`config.mk`:
```
export PLATFORM = sky130hd
export DESIGN_NAME = tgc_pulse_rules
export DESIGN_NICKNAME = d
export VERILOG_FILES = /design/src/rtl/tgc_pulse_rules.sv
export SDC_FILE = /design/constraint.sdc
export NUM_CORES = 1
export LEC_CHECK = 0
export BUFFER_PORTS_ARGS = -buffer_cell sky130_fd_sc_hd__clkbuf_2
export CAP_MARGIN = 0
export CORE_AREA = 2 2 39 41
export CTS_CLUSTER_SIZE = 16
export DETAILED_ROUTE_END_ITERATION = 8
export DIE_AREA = 0 0 41 43
export GPL_TIMING_DRIVEN = 0
export PLACE_DENSITY = 0.36
export REMOVE_ABC_BUFFERS = 1
export SYNTH_ARGS = -nofsm -noshare
export SYNTH_HDL_FRONTEND = slang
export SYNTH_SLANG_ARGS = --single-unit
```
`constraint.sdc`:
```
create_clock -name clk -period 1.2 [get_ports clk]
set_input_delay 0.36 -clock clk [delete_from_list [all_inputs] [get_ports clk]]
set_output_delay 0.36 -clock clk [all_outputs]
set_load 0.05 [all_outputs]
```
`src/rtl/tgc_pulse_rules.sv`:
```
// Polarity rules for one telegram: the first pulse must be negative,
// pulses must alternate, and a pulse inside a pause window is an error.
// Also gives the next-cycle view of "any pulse seen" and "last polarity"
// so the end rule can include a pulse in the closing cycle. A pause pulse
// seen while no frame is open is held as pending until the next frame opens.
// Assumes clear (opening marker) takes priority over all other updates.
module tgc_pulse_rules (
    input  logic clk,
    input  logic rst_n,
    input  logic clear,
    input  logic active,
    input  logic pulse_stb,
    input  logic pulse_pos,
    input  logic pause_win,
    output logic viol_start,
    output logic viol_alt,
    output logic viol_pause,
    output logic pause_pend,
    output logic seen_nx,
    output logic last_pos_nx
);
    logic seen_q;
    logic last_q;
    logic pend_q;
    logic take;

    // Qualify a pulse as belonging to the open frame.
    always_comb begin
        take = active & pulse_stb;
    end

    // Per-cycle rule violations and next-state view for the end check.
    always_comb begin
        viol_start  = take & ~seen_q & pulse_pos;
        viol_alt    = take & seen_q & (pulse_pos == last_q);
        viol_pause  = take & pause_win;
        seen_nx     = seen_q | take;
        last_pos_nx = take ? pulse_pos : last_q;
        pause_pend  = pend_q;
    end

    // Track the pulse history of the frame and any pending pause pulse.
    always_ff @(posedge clk) begin
        if (!rst_n) begin
            seen_q <= 1'b0;
            last_q <= 1'b0;
            pend_q <= 1'b0;
        end else if (clear) begin
            seen_q <= 1'b0;
            last_q <= 1'b0;
            pend_q <= 1'b0;
        end else begin
            if (take) begin
                seen_q <= 1'b1;
                last_q <= pulse_pos;
            end
            if (!active && pulse_stb && pause_win) begin
                pend_q <= 1'b1;
            end
        end
    end
endmodule

```
# After elaboration in Yosys (flattened, before gate mapping)
# Index checks and enable logic that the tools add are counted.
dict set report totals {
  ff_bits 3
  latchBits 0
  ram_bits 0
  romBits 0
  in_bits 7
  out_inout_bits 6
  elab_cells 18
  memories 0
}
dict set report op_classes {
  n_addsub 0
  mul 0
  div 0
  order_cmp 0
  eq_ne 1
  shift 0
  n_mux 1
  bitwise_logic 9
  n_reduce_logical 4
}
# cell count
set ops {}
lappend ops {{AND 1 bit} 6}
lappend ops {{logical AND 1 bit} 2}
lappend ops {{inverter 1 bit} 2}
lappend ops {{OR reduction 2 bit} 1}
lappend ops {{equality test 1 bit} 1}
lappend ops {{logical NOT 1 bit} 1}
lappend ops {{2-to-1 mux 1 bit} 1}
lappend ops {{bitwise OR 1 bit} 1}

# Logic depth before layout (Yosys ltp)
dict set report depth {
  depth_word 3
  ltp_mapped 2
  mapped_depth_nobuf 2
}

# Least setup slack after synthesis
# No wires, ideal clock.
dict set report synth_timing {
  kind {input-to-output}
  startpoint {input pulse_pos}
  endpoint {output viol_alt}
  arrival_time_ps 1192
  required_ps 840
  slack_ps -352
  cell_stages 2
  path_buffers 0
  cell_sequence {xor2_1 -> nor3b_2}
}
dict set report synth_between {
  elab_chain_len 2
}
# element line_no
set synth_rtl {}
lappend synth_rtl {{start, declared} 13} ;# input logic pulse_pos,
lappend synth_rtl {{equality test 1 bit} 35} ;# viol_alt = take & seen_q & (pulse_pos == last_q);
lappend synth_rtl {{AND 1 bit} 35}
lappend synth_rtl {{end, declared} 16} ;# output logic viol_alt,
# Every way passes these cells.

# Final worst setup path
dict set report layout_timing {
  startpoint {register last_q}
  endpoint {output viol_alt}
}
dict set report layout_between {
  elab_chain_len 2
}
# element line_no
set layout_rtl {}
lappend layout_rtl {{start, declared} 23} ;# logic last_q;
lappend layout_rtl {{start signal, assigned} 55} ;# last_q <= pulse_pos;
lappend layout_rtl {{equality test 1 bit} 35}
lappend layout_rtl {{AND 1 bit} 35}
# Every way passes these cells.

==> results.ini <==
[yosys]
synth.ff_latch_count = 3
syn_inst = 19
yosysWarningCount = 0
synth_sequential_area_ratio_pct = 35.3
synth_area_um2 = 170
netlist-cell-type-count = 14
syn_area_per_cell_um2 = 8.96

[sta]
finalHoldViolCount = 0
totalNegativeSetupSlack_ns = -0.552
worst_hold_slack_ns = 0.406
grt_setup_unrepaired = true
final-setup-viol-count = 4
slew_violations = 0
fin_ws_ns = -0.227
max-slew-margin-rel_pct = 89.9
finalClockSkew_ns = 0
final.min_clock_period_ns = 1.43
period_share_pct = 119
clock.fmax_ghz = 0.701
worst_slew_pin_slew_ns = 0.152

[power_and_ir_drop]
leakagePower_nw = 0.170
power.density_cell_area_nw_per_um2 = 1030
worst_ir_drop_vdd_mv = 0.353

[detailed_routing]
met2WireLength_um = 252
first_iter_violations = 1
total_number_of_vias = 198
drt-wirelength-per-cell_um = 9.79
postRouteWirelength_um = 519
maxUsedRoutingLayer = met3
met1Wirelength_um = 220
avgViaCountPerCell = 3.74
first_pass_iters = 3
detail-route-antenna-nets = 0
drt_drc_violations_left = 0
wl_met3_um = 47

[layout]
final_std_cell_area_no_fill_um2 = 377
area_growth_pct = 121
final_nets = 45
antennaDiodeCount = 0
layout-drive-gt1-share_pct = 70.3
final_standard_cell_utilization_of_the_core_pct = 27.2

[critical_path]
largest_stage_delay_on_the_critical_path_ns = 0.31
cp_cell_sequence = xor2_1 -> nor3b_2 -> clkbuf_8
critical_path_peak_fanout = 2
worst-setup-path-type = flop to primary output
slowest_stage = sky130_fd_sc_hd__dfxtp_2
crit_family = flip-flops
required_time_at_the_worst_slack_endpoint_ns = 0.84
cp-start-kind = flop
cp_num_buf_inv = 1
timing.critical_path.to_type = primary output
reg2reg_to = last_q$_SDFF_PP0_
timing.reg2reg.worst_path_depth = 3
cp_data_arrival_time_ns = 1.07
reg2reg_start = last_q$_SDFF_PP0_
ff2ff_setup_slack_ns = 0.34

[clock_tree]
clkSinkCount = 3
h-tree-depth = 1
cts_buffers = 3
clock_path_buffers = 2
cts_hold_repair.buffers = 0
clock_tree_from_tritoncts = done
clk_latency_ns = 0.23
worst_setup_hold_path_clk_slew_ns = 0.04
root_buf_cell = sky130_fd_sc_hd__clkbuf_4

[status]
violations = negative setup slack
outcome = complete, but fails checks

[global_route]
grt_first_pass_wirelength_um = 841
globalRouteTotalUtil_pct = 7.92
gr-total-overflow = 0
grt_max_degree = 7
grt_antenna_before_repair = 0
grt_pass1_vias = 212

[min_path]
worstHoldPathCells = 3
hold_path_startpoint = rst_n
min-delay-path-class = input pin to flop
hold_end = last_q$_SDFF_PP0_

[placement]
port-buffer-count = 12
gpl.final_weighted_congestion = 0.559
dpl.hpwl_um = 359
detailed_place.area_um2 = 250

[floorplan]
row_count = 14
die_x_um = 41
start_util_pct = 12.3
placeableCoreArea_um2 = 1380
die_h_um = 43
die-area_um2 = 1760
floorplan.io_pins = 13

[run]
drv_cap = 0

-- kinds of logic (layout without fill, tap and decap cells) --
family | count (synthesis) | count (layout) | share of synthesized area, %
simple gates | 9 | 9 | 38.2
compound gates | 4 | 4 | 16.9
flops | 3 | 3 | 35.3
buf+inv | 2 | 20 | 4.41
xor+xnor | 1 | 1 | 5.15
-- metal layers --
layer	vias to the layer above	track usage, %
met2	11	10.0
met1	88	8.33
met5	-	0
met4	0	8.00
met3	0	4.71
li1	99	-
-- repair_timing --
action                                  in CTS  in global routing
endpoints found under the hold margin        0                  0
endpoints found under the setup margin       6                  5
pin swaps                                    2                  1
setup buffers                                2                  0
gates resized for setup                     17                  5
-- synthesized netlist by cell type, drive strengths merged --
cell    n  area, um2
a21bo   1       10.0
nand2b  1       6.26
nand3   1       5.00
dfxtp   3       60.1
nor3b   2       25.0
nand2   2       10.0
and3    1       7.51
a21oi   3       18.8
nand3b  1       7.51
inv     2       7.51
nor2    1       3.75
xor2    1       8.76
-- sequential cells by signal, summed over array words and instances, names as in the netlist --
signal      count
last_q          1
pause_pend      1
seen_q          1
-- power by group --
| part | total, mW | switching [mW] | internal [mW] |
|---|---|---|---|
| clock network | 0.179 | 0.0541 | 0.125 |
| logic | 0.102 | 0.0556 | 0.0468 |
| registers | 0.105 | 0.00203 | 0.103 |
| total | 0.387 | 0.112 | 0.275 |
-- cells in the final DEF, fill, tap and decap left out, drive strengths merged --
cell / synthesis / routed
xor2: 1 / 1
clkbuf: 0 / 13
a21bo: 1 / 1
nand2: 2 / 2
nor2: 1 / 1
buf: 0 / 5
a21oi: 3 / 3
nand3b: 1 / 1
and3: 1 / 1
dfxtp: 3 / 3
nor3b: 2 / 2
nand3: 1 / 1
inv: 2 / 2
nand2b: 1 / 1
-- area by class of cell --
type | instances | area, um2
Timing Repair Buffer | 14 | 143
Sequential cell | 3 | 62.6
Inverter | 2 | 7.51
Clock buffer | 4 | 26.3
Multi-Input combinational cell | 14 | 118
Fill cell | 158 | 1010
Tap cell | 16 | 20.0
-- stage by stage --
step,instances,power (mW),setup slack [ns]
floorplan,19,0.153,-0.352
global placement,47,0.177,-0.243
detailed placement,47,0.178,-0.271
CTS,53,0.393,-0.252
global route,53,0.410,-0.301
finish,53,0.387,-0.227
-- worst register-to-register path, stage by stage (launching register included) --
cell and delay, ns:
sky130_fd_sc_hd__dfxtp_2 0.32, sky130_fd_sc_hd__a21bo_1 0.22, sky130_fd_sc_hd__buf_4 0.14, sky130_fd_sc_hd__a21oi_2 0.12
-- how the worst max path moves through the flow --
| stage | start | slack (ns) | cells past startpoint | endpoint |
|---|---|---|---|---|
| after floorplan | pulse_pos | -0.35 | 2 | viol_alt |
| after global routing | last_q$_SDFF_PP0_ | -0.30 | 3 | viol_alt |
| after global placement | pulse_pos | -0.24 | 4 | viol_alt |
| final | last_q$_SDFF_PP0_ | -0.23 | 3 | viol_alt |
| after detailed placement | pulse_pos | -0.27 | 4 | viol_alt |
| after CTS | last_q$_SDFF_PP0_ | -0.25 | 3 | viol_alt |
No activity file was read; power rests on OpenSTA's default activity.
